[src/rtl/rail_pkg.sv]
package rail_pkg;
  typedef enum logic [1:0] {
    RM_OFF   = 2'd0,
    RM_RUN   = 2'd1,
    RM_FAULT = 2'd2,
    RM_CFG   = 2'd3
  } rail_mode_e;

  localparam int unsigned RAIL_PINS = 2;
endpackage

[src/rtl/rail_prescale.sv]
module rail_prescale #(
  parameter int unsigned PRE_DIV = 1024,
  parameter int unsigned FW      = 8
) (
  input  logic          clk,
  input  logic          rst_n,
  input  logic          clr,
  input  logic [FW-1:0] factor,
  output logic          tick
);
  localparam int unsigned PW = (PRE_DIV > 1) ? $clog2(PRE_DIV) : 1;
  localparam logic [PW-1:0] PRE_LAST = PW'(PRE_DIV - 1);

  logic [PW-1:0] pre_q;
  logic [FW-1:0] fac_q;
  logic [FW-1:0] fac_eff;
  logic          pre_tick;
  logic          fac_wrap;

  // zero factor behaves as one so the divider never stalls
  assign fac_eff  = (factor == '0) ? FW'(1) : factor;
  assign pre_tick = (pre_q == PRE_LAST);
  assign fac_wrap = (fac_q >= fac_eff - FW'(1));
  assign tick     = pre_tick && fac_wrap;

  always_ff @(posedge clk or negedge rst_n) begin
    if (!rst_n) begin
      pre_q <= '0;
      fac_q <= '0;
    end else if (clr) begin
      pre_q <= '0;
      fac_q <= '0;
    end else begin
      pre_q <= pre_tick ? '0 : pre_q + PW'(1);
      if (pre_tick) begin
        fac_q <= fac_wrap ? '0 : fac_q + FW'(1);
      end
    end
  end

  // a zero factor ticks on every prescaler wrap
  p_zero_factor_r3: assert property (@(posedge clk) disable iff (!rst_n)
    (factor == '0 && pre_tick && !clr) |-> tick);

  // the second stage only moves on a prescaler wrap
  p_stage_hold_r2: assert property (@(posedge clk) disable iff (!rst_n)
    (!clr && !pre_tick) |=> $stable(fac_q));
endmodule

[src/rtl/rail_mode_fsm.sv]
module rail_mode_fsm
  import rail_pkg::*;
(
  input  logic       clk,
  input  logic       rst_n,
  input  logic       in_fault,
  input  logic       cfg_state,
  input  logic       self_test,
  input  logic       label_mode,
  input  logic       fault_code_hi,
  output rail_mode_e mode_q,
  output logic       lbl_q,
  output logic       hi_q
);
  rail_mode_e mode_d;

  always_comb begin
    if (self_test)                mode_d = RM_OFF;
    else if (in_fault)            mode_d = RM_FAULT;
    else if (mode_q == RM_FAULT)  mode_d = RM_RUN;   // fault leaves only to normal
    else if (cfg_state)           mode_d = RM_CFG;
    else                          mode_d = RM_RUN;
  end

  always_ff @(posedge clk or negedge rst_n) begin
    if (!rst_n) begin
      mode_q <= RM_OFF;
      lbl_q  <= 1'b0;
      hi_q   <= 1'b0;
    end else begin
      mode_q <= mode_d;
      lbl_q  <= label_mode;
      if (mode_d == RM_FAULT && mode_q != RM_FAULT) hi_q <= fault_code_hi;
    end
  end

  // never straight from fault to configuration
  p_no_fault_cfg_r10: assert property (@(posedge clk) disable iff (!rst_n)
    (mode_q == RM_FAULT) |=> (mode_q != RM_CFG));

  // fault wins over a configuration request
  p_fault_prio_r11: assert property (@(posedge clk) disable iff (!rst_n)
    (in_fault && !self_test) |=> (mode_q == RM_FAULT));
endmodule

[src/rtl/rail_pin_enc.sv]
module rail_pin_enc
  import rail_pkg::*;
#(
  parameter int unsigned NP = RAIL_PINS
) (
  input  rail_mode_e    mode,
  input  logic          phase,
  input  logic          lbl,
  input  logic          hi,
  output logic [NP-1:0] val,
  output logic [NP-1:0] oe
);
  for (genvar i = 0; i < NP; i++) begin : g_pin
    // phase 0: top pin high, others low; phase 1: inverted
    localparam logic HOME = (i == NP - 1);
    always_comb begin
      unique case (mode)
        RM_RUN:   begin val[i] = HOME ^ phase; oe[i] = 1'b1; end
        RM_CFG:   begin val[i] = HOME ^ phase; oe[i] = !lbl; end
        RM_FAULT: begin val[i] = hi;           oe[i] = 1'b1; end
        default:  begin val[i] = 1'b0;         oe[i] = 1'b0; end
      endcase
    end
  end
endmodule

[src/rtl/dual_rail_fault_out.sv]
module dual_rail_fault_out
  import rail_pkg::*;
#(
  parameter int unsigned PRE_DIV = 1024,
  parameter int unsigned FACT_W  = 8
) (
  input  logic              clk_osc,
  input  logic              rst_n,
  input  logic              in_fault,
  input  logic              cfg_state,
  input  logic              self_test,
  input  logic              label_mode,
  input  logic              fault_code_hi,
  input  logic [FACT_W-1:0] div_factor,
  output logic [1:0]        rail_val,
  output logic [1:0]        rail_oe
);
  rail_mode_e mode;
  logic       lbl, hi, tick, phase_q, clr;

  rail_mode_fsm u_fsm (
    .clk           (clk_osc),
    .rst_n         (rst_n),
    .in_fault      (in_fault),
    .cfg_state     (cfg_state),
    .self_test     (self_test),
    .label_mode    (label_mode),
    .fault_code_hi (fault_code_hi),
    .mode_q        (mode),
    .lbl_q         (lbl),
    .hi_q          (hi)
  );

  // dividers and phase restart while the pair is not alternating
  assign clr = (mode == RM_OFF) || (mode == RM_FAULT);

  rail_prescale #(.PRE_DIV(PRE_DIV), .FW(FACT_W)) u_div (
    .clk    (clk_osc),
    .rst_n  (rst_n),
    .clr    (clr),
    .factor (div_factor),
    .tick   (tick)
  );

  always_ff @(posedge clk_osc or negedge rst_n) begin
    if (!rst_n)      phase_q <= 1'b0;
    else if (clr)    phase_q <= 1'b0;
    else if (tick)   phase_q <= !phase_q;
  end

  rail_pin_enc #(.NP(2)) u_enc (
    .mode  (mode),
    .phase (phase_q),
    .lbl   (lbl),
    .hi    (hi),
    .val   (rail_val),
    .oe    (rail_oe)
  );

  // a driven healthy pair is complementary
  p_complement_r1: assert property (@(posedge clk_osc) disable iff (!rst_n)
    (mode == RM_RUN) |-> (rail_val[0] != rail_val[1]));

  // fault code does not move during a fault
  p_fault_static_r4: assert property (@(posedge clk_osc) disable iff (!rst_n)
    (mode == RM_FAULT) |=> (mode != RM_FAULT) || $stable(rail_val));

  // leaving a fault restarts at 10
  p_restart_r5: assert property (@(posedge clk_osc) disable iff (!rst_n)
    (mode == RM_FAULT && !in_fault && !self_test) |=> (rail_val == 2'b10 && rail_oe == 2'b11));

  // self-test floats both pins
  p_selftest_off_r7: assert property (@(posedge clk_osc) disable iff (!rst_n)
    self_test |=> (rail_oe == 2'b00));
endmodule

[config.mk]
export PLATFORM = sky130hd
export DESIGN_NAME = dual_rail_fault_out
export DESIGN_NICKNAME = d
export VERILOG_FILES = /design/src/rtl/rail_pkg.sv /design/src/rtl/rail_prescale.sv /design/src/rtl/rail_mode_fsm.sv /design/src/rtl/rail_pin_enc.sv /design/src/rtl/dual_rail_fault_out.sv
export SDC_FILE = /design/constraint.sdc
export NUM_CORES = 1
export LEC_CHECK = 0
export BUFFER_PORTS_ARGS = -buffer_cell sky130_fd_sc_hd__buf_2
export CORE_MARGIN = 2
export CORE_UTILIZATION = 45
export DETAILED_ROUTE_END_ITERATION = 10
export GPL_TIMING_DRIVEN = 0
export PLACE_DENSITY = 0.67
export SETUP_SLACK_MARGIN = 0.15
export SYNTH_ARGS = -nofsm -noshare
export SYNTH_HDL_FRONTEND = slang
export SYNTH_SLANG_ARGS = --single-unit
[constraint.sdc]
create_clock -name clk_osc -period 2.8 [get_ports clk_osc]
set_input_delay 0.14 -clock clk_osc [delete_from_list [all_inputs] [get_ports clk_osc]]
set_output_delay 0.14 -clock clk_osc [all_outputs]
set_load 0.02 [all_outputs]
## After elaboration in Yosys (flattened, before gate mapping)

Cells that the tools add are included.

- Register bits: 23
- Input bits: 15
- Output and inout port bits: 4
- Word-level logic and storage cells: 43

- Add/sub/neg operators: 3
- Order comparisons: 1
- Equality and inequality tests: 6
- Muxes and demuxes: 15
- Bitwise logic cells: 1
- Reduce and logical (&&, ||, !) cells: 11

Operators with widths:

| cell | number |
|---|---|
| $mux W8 | 4 |
| $mux W10 | 2 |
| $add A10 B1 Y10 const B | 1 |
| $eq A10 B10 Y1 const B | 1 |
| $add A8 B1 Y8 const B | 1 |
| $ge A8 B8 Y1 | 1 |
| $logic_not A8 Y1 | 1 |
| $mux W2 | 4 |
| $sub A8 B1 Y8 const B | 1 |
| $eq A2 B2 Y1 const B | 3 |
| $pmux W1 S2 | 3 |
| $reduce_bool A2 Y1 | 2 |
| $reduce_or A2 Y1 | 2 |
| $eq A2 B1 Y1 const B | 1 |
| $logic_and A1 B1 Y1 | 2 |
| $logic_not A1 Y1 | 2 |
| $logic_not A2 Y1 | 1 |
| $mux W1 | 2 |
| $ne A2 B2 Y1 const B | 1 |
| $logic_or A1 B1 Y1 | 1 |
| $not A1 Y1 | 1 |

## Longest topological paths before layout

Gate-level depths: netlist of run 1.

- Depth after elaboration: 7
- Gate-level depth with buffers: 13
- Depth with buffers taken out: 13

## Cells and area by module

A second synthesis of run 1 with hierarchy kept.

- Cells, all modules: 170
- Area, all modules: 1665.3 um^2

By module, submodules not included:

| module | times used | cells each | area an instance (um^2) | seq. area each (um^2) |
|---|---|---|---|---|
| rail_prescale | 1 | 140 | 1343.8 | 450.4 |
| rail_mode_fsm | 1 | 10 | 161.4 | 100.1 |
| rail_pin_enc | 1 | 16 | 118.9 | 0.0 |
| dual_rail_fault_out | 1 | 4 | 41.3 | 25.0 |

## Worst setup path before layout of run 1

No wires, ideal clock.

- Path kind: input-to-reg
- Start point: in div_factor[3]
- End point: reg phase_q
- Library setup time: 0.125 ns
- Arrival time: 2.612 ns
- Data required time: 2.675 ns
- Slack: 0.063 ns
- Cell stages on the path: 12
- Path buffers: 0
- Path through: nor4_1 nand2_1 nor2_1 nor2_1 ha_1 xnor2_1 ha_1 a211oi_2 o21ai_1 a2111oi_4 nor2_2 mux2_4

- Word-level cells in the longest chain between the ends: 6

Ends and longest elaborated chain:

| element | RTL line | source |
|---|---|---|
| start, declared | dual_rail_fault_out.sv:14 | `input logic [FACT_W-1:0] div_factor,` |
| $logic_not A8 Y1 | rail_prescale.sv:21 | `assign fac_eff = (factor == '0) ? FW'(1) : factor;` |
| $mux W8 * | rail_prescale.sv:21 |  |
| $sub A8 B1 Y8 * | rail_prescale.sv:23 | `assign fac_wrap = (fac_q >= fac_eff - FW'(1));` |
| $ge A8 B8 Y1 * | rail_prescale.sv:23 |  |
| $logic_and A1 B1 Y1 * | rail_prescale.sv:24 | `assign tick = pre_tick && fac_wrap;` |
| $reduce_bool A2 Y1 (no source line) * | n/a |  |
| end signal, assigned | dual_rail_fault_out.sv:48 | `else if (tick) phase_q <= !phase_q;` |
| end, declared | dual_rail_fault_out.sv:19 | `logic lbl, hi, tick, phase_q, clr;` |

Mark *: on every way between the ends. The rest lies on a longest branch, timed or not.
A chain may end at the register's enable or synchronous reset.

## Final worst setup path of run 1

Same ends and word-level chain as after synthesis.

==> metrics.txt, run 1 <==
CTS tree=built; leak pwr=0.836 nW; Final setup viols=0; Post-Syn Area per Cell=9.45 um2; Top-Level Pins=19; CTS sink count=23; max_cap viols=0; CP endpoint kind=register; top cells by count, synth=nor2_1, dfrtp_1, ha_1; Worst Path Required=3.01 ns; GRT Residual Overflow=0; Final HPWL DP=2330 um; port bufs=18; vias in the first global route=1279; DRC errors left=0; final core utilization=57.4%; largest net degree at the start of global routing=24; Die X=61.6 um; initial antenna violation count=0; synth top area cells=dfrtp_1, ha_1, nor2_1; EDFF count, synth=0; FF+latch area=576 um2; gr usage total=19.8%; Core Area=0.00310 mm2; worst-path maximum fanout=5; library cells used by synthesis=41; Routed Wire Length=3140 um; layout cells sized above 1=22.3%; worst clock skew=0.000554 ns; starting DRC count in detailed routing=61; synth warn=0; Layout Cells excl Fill=232; vias per cell=5.34; Power Dens Cells=373 mW/mm2; area share of the largest cell type after synthesis=38.6%; Root Driver=clkbuf_4; ANT nets after route=0; async set or reset register ratio after synthesis=100%; Die ar.=0.00379 mm2; Wirelength per Cell=13.5 um; area of the mapped netlist=0.00149 mm2; RD Place Congestion=0.794; Final Hold Vio Count=0; TritonCTS Buffers=3; area of the multi-input gates=921 um2; Slew HR=56.6%; Cells after Synth=158; global-route wire length before repair=5530 um; number of detailed-route iterations in the first pass=4; starting density of the core=48.1%; startpoint types=input port; synthesized flop and latch total=23; crit path time final=2.51 ns; status=complete, no violations; crit share post-route=89.6%; Nets=220; worst min path class=in2reg; fmax=0.399 GHz; Die Y=61.6 um; Skew-Pair Late Insertion Delay=0.31 ns; Post-Syn Nets=189; Crit Path Category=in2reg; Clock transition at path regs=0.13 ns; Placed Cells=220; count leader, synth=nor2_1; H-tree levels=1; worst-case clock buffer depth=2; max-slew violation count=0; row count=20; cell taking the most area after synthesis=dfrtp_1; most common flop cell mapped by yosys=dfrtp_1; RSZ-0062 raised after global routing=no; FILL cells=301; routed vias=1240; Seq/Total Area, Yosys=38.6%; Layout area overhead=19.4%; Crit path arrival time=2.72 ns; Max VDD drop=226 uV; Inserted Diodes=0; slew at the pin with the worst max-slew slack=0.649 ns
## registers in the layout, summed over array words and instances (netlist names)
register	flops
u_fsm.mode_q	2
u_fsm.hi_q	1
u_div.fac_q	8
u_fsm.lbl_q	1
u_div.pre_q	10
phase_q	1
## layer usage
metal / routed length (um) / track usage [%] / vias up
met3: 83 / 2.10 / 4
li1: - / - / 614
met1: 1380 / 24.2 / 603
met2: 1620 / 35.2 / 19
met5: 0 / 0 / -
met4: 52 / 8.21 / 0
## cell families (layout without fill, tap and decap cells)
logic type | Yosys count | in the layout | share of synthesized area [%]
AND/OR/NAND/NOR | 68 | 68 | 22.0
AO/OA/AOI/OAI | 27 | 27 | 13.9
flip-flops | 23 | 23 | 38.6
adder cells (fa/ha/maj) | 16 | 16 | 13.4
XOR/XNOR | 12 | 12 | 7.04
buffers and inverters | 9 | 39 | 2.68
multiplexers | 3 | 3 | 2.43
## cell type report
class	count	area share, %
flip-flops and latches	23	32.3
well taps	44	3.09
plain buffers	3	0.983
multi-input cells	126	51.7
clock buffers	3	1.26
clock inverters	1	0.421
inverters	6	1.26
repair buffers	26	8.99
## stage by stage
step | hold slack [ns] | instance area, um2 | power, mW | TNS, ns | setup WS (ns)
2_1_floorplan | -0.156 | 1500 | 0.447 | 0 | 0.164
3_3_place_gp | 0.134 | 1640 | 0.488 | -0.662 | -0.211
3_5_place_dp | 0.142 | 1640 | 0.495 | -1.73 | -0.340
4_1_cts | 0.0377 | 1750 | 0.667 | 0 | 0.164
5_1_grt | 0.0338 | 1780 | 0.710 | 0 | 0.189
6_report | 0.0497 | 1780 | 0.664 | 0 | 0.292
## cell usage in the layout, fill, tap and decap left out, types with 2 or more instances in the layout
cell type	synthesis	layout
a21o_1	3	3
a21oi_1	5	5
a22o_1	5	5
and2_1	2	2
and3_1	2	2
and4_1	2	2
buf_2	2	20
buf_4	1	5
clkbuf_4	0	3
dfrtp_1	23	23
dlygate4sd3_1	0	4
ha_1	16	14
inv_1	6	6
nand2_1	14	14
nand3_1	6	6
nand4_1	2	2
nor2_1	26	25
nor2_2	1	2
nor3_1	2	2
o21ai_0	6	6
xnor2_1	5	4
xor2_1	7	7
## critical path: stages
cell	delay [ns]
buf_2	0.13
nor4_4	0.28
nand2_1	0.11
nor2_2	0.11
nor2_1	0.07
ha_2	0.20
xnor2_2	0.18
ha_4	0.23
a211oi_2	0.23
o21ai_2	0.12
a2111oi_4	0.34
buf_4	0.19
nor2_2	0.05
mux2_4	0.31
## power breakdown
group,switching (mW),internal [mW]
clock,0.102,0.0544
combinational,0.0807,0.0698
sequential,0.0118,0.346
total,0.195,0.470
## worst paths after layout
kind | start | endpoint | slack (ns) | cells past startpoint
max | div_factor[3] | phase_q | 0.29 | 14
min reg2reg | u_div.pre_q[0] | u_div.pre_q[0] | 0.51 | 1
max in group asynchronous | rst_n | u_fsm.mode_q[0] | 2.15 | 2
min | fault_code_hi | u_fsm.hi_q | 0.05 | 2
min in group asynchronous | rst_n | u_div.pre_q[3] | 0.31 | 2
max reg2reg | u_fsm.mode_q[0] | phase_q | 0.56 | 7
## timing repair
| item | CTS | global route |
|---|---|---|
| endpoints found under the setup margin | 4 | 7 |
| buffers inserted | 4 | 0 |
| endpoints found under the hold margin | 26 | 0 |
| gates resized for setup | 1 | 5 |
| hold buffers | 4 | 0 |
| pin swaps | 1 | 1 |
No activity file was read; power rests on OpenSTA's default activity.
==> run 2, diff against run 1 <==
==> constraint.sdc (replaced) <==
create_clock -name clk_osc -period 2.4 [get_ports clk_osc]
set_input_delay 0.12 -clock clk_osc [delete_from_list [all_inputs] [get_ports clk_osc]]
set_output_delay 0.12 -clock clk_osc [all_outputs]
set_load 0.02 [all_outputs]
==> run 2 against run 1 <==
Compared with the run above:
- the flow now finishes with violations (setup timing)
- clock skew is 0.0070 ns higher
- clock-buffer cell count stayed put
- combinational power is 36% higher
- non-clock buffer count is 10 higher
- first-iteration DRC count is 30% lower
- sequential power is 17% higher
- cell count is 4.3% higher
==> metrics.txt, run 2 (same netlist as run 1, synthesis figures left out) <==
CTS tree=built; RR Endpoint=phase_q; Placed Cells=220 (unchanged); vias in the first global route=1305 (+2.0%); CP Launch Point=div_factor[2]; Final setup viols=2 (+2); RD Place Congestion=0.802 (+1.1%); Root Driver=clkbuf_4; leak pwr=0.902 nW (+7.9%); Final HPWL DP=2240 um (-4.0%); GRT Residual Overflow=0 (unchanged); largest net degree at the start of global routing=24 (unchanged); max_cap viols=0 (unchanged); worst clock skew=0.00752 ns (+0.00697 ns); FILL cells=286 (-5.0%); r2r worst-path depth=7 (unchanged); post-route setup TNS=-0.0779 ns (-0.0779 ns); Worst Path Required=2.62 ns (-0.39 ns); largest registers=u_div.pre_q: 10 flops, u_div.fac_q: 8 flops, u_fsm.mode_q: 2 flops; worst-path maximum fanout=6 (+1); most frequent cells in the layout=dfrtp_1, nor2_1, buf_2, ha_1, nand2_1; Slew HR=52.7% (-3.9 points); startpoint types=input port; Max VDD drop=285 uV (+26%); worst r2r src=u_fsm.mode_q[0]; final worst slack=-0.0604 ns (-0.353 ns); Inserted Diodes=0 (unchanged); worst min path class=in2reg; worst-case clock buffer depth=2 (unchanged); Top-Level Pins=19 (unchanged); starting density of the core=48.1% (unchanged); Wirelength per Cell=13.0 um (-3.4%); vias per cell=5.27 (-1.3%); global-route wire length before repair=5430 um (-1.9%); leading cell type in the layout, fill and taps excluded=dfrtp_1; Core Area=0.00310 mm2 (unchanged); H-tree levels=1 (unchanged); final core utilization=61.8% (+4.4 points); row count=20 (unchanged); DRC errors left=0 (unchanged); Layout Cells excl Fill=242 (+4.3%); worst hold slack=0.0267 ns (-0.0230 ns); failing checks=setup timing; number of detailed-route iterations in the first pass=6 (+2); Critical Path Sink=phase_q; Crit Path Category=in2reg; RSZ-0062 raised after global routing=yes; Nets=230 (+4.5%); TritonCTS Buffers=3 (unchanged); ANT nets after route=0 (unchanged); port bufs=18 (unchanged); Top reg by flops=u_div.pre_q; crit share post-route=103%; gr usage total=19.2% (-0.54 points); max reg flops=10 (unchanged); CTS sink count=23 (unchanged); starting DRC count in detailed routing=43 (-30%); Clock transition at path regs=0.14 ns (about the same); Final Hold Vio Count=0 (unchanged); Routed Wire Length=3160 um (+0.73%); CP endpoint kind=register; status=finished with violations; Crit path arrival time=2.68 ns (-0.04 ns); Layout area overhead=28.5%; fmax=0.406 GHz; Skew-Pair Late Insertion Delay=0.31 ns (about the same); routed vias=1276 (+2.9%); Die ar.=0.00379 mm2 (unchanged); Power Dens Cells=421 mW/mm2 (+13%); slew at the pin with the worst max-slew slack=0.706 ns (+0.0577 ns); Die Y=61.6 um (unchanged); crit path time final=2.46 ns; register-to-register setup slack=0.14 ns (-0.42 ns); max-slew violation count=0 (unchanged); Die X=61.6 um (unchanged); pre-CTS setup slack=-0.635 ns (-0.295 ns); initial antenna violation count=0 (unchanged); layout cells sized above 1=28.8% (+6.4 points)
[run 2: cell type report]
type	instances	area, um2	area share, %
timing repair buffer	36	277	14.4
buffer	3	17.5	0.913
sequential	23	576	30.0
inverter	6	22.5	1.17
clock buffer	3	22.5	1.17
tap	44	55.1	2.87
multi-input combinational	126	941	49.1
clock inverter	1	7.51	0.391
[run 2: power by group]
| part | switching [mW] | internal, mW | total [mW] |
|---|---|---|---|
| logic | 0.101 | 0.103 | 0.204 |
| clock network | 0.123 | 0.0636 | 0.186 |
| registers | 0.0136 | 0.403 | 0.417 |
[run 2: per-layer routing]
layer  wire [um]  global-route usage (%)  vias to the layer above  share of wire [%]
met2        1650                    35.2                       17                 52
li1            -                       -                      635                  -
met5           0                       0                        -                  0
met1        1420                    23.5                      622                 45
met4          19                    6.38                        0               0.60
met3          73                    1.89                        2                2.3
[run 2: worst min-delay path by stage]
| stage | startpoint | endpoint | slack [ns] | depth (start not counted) |
|---|---|---|---|---|
| final | fault_code_hi | u_fsm.hi_q | 0.03 | 2 |
| after global routing | fault_code_hi | u_fsm.hi_q | 0.02 | 2 |
| after CTS | fault_code_hi | u_fsm.hi_q | 0.02 | 2 |
| after detailed placement | rst_n | u_div.pre_q[4] | 0.12 | 1 |
| after global placement | rst_n | u_div.pre_q[4] | 0.12 | 1 |
| after floorplan | rst_n | phase_q | -0.18 | 0 |
[run 2: repair_timing]
action	CTS	global route
endpoints found under the hold margin	26	0
hold buffers	5	0
endpoints found under the setup margin	9	9
pin swaps	10	18
gates resized for setup	11	12
setup buffers	9	4
[run 2: per-stage QoR]
stage	total power, mW	instance area, um2
final	0.807	1920
after global routing	0.852	1920
after CTS	0.798	1840
after detailed placement	0.577	1660
after global placement	0.571	1660
after floorplan	0.522	1510
[run 2: worst max-delay path: stages]
cell and delay [ns]:
buf_8 0.10, nor4_4 0.28, nand2_1 0.12, nor2_2 0.15, nor2_2 0.05, ha_2 0.19, buf_6 0.12, nand2_2 0.06
xor2_1 0.15, ha_1 0.26, nand4_1 0.12, nor2_2 0.06, a2111oi_4 0.35, buf_6 0.18, nor2_4 0.04, mux2_4 0.31
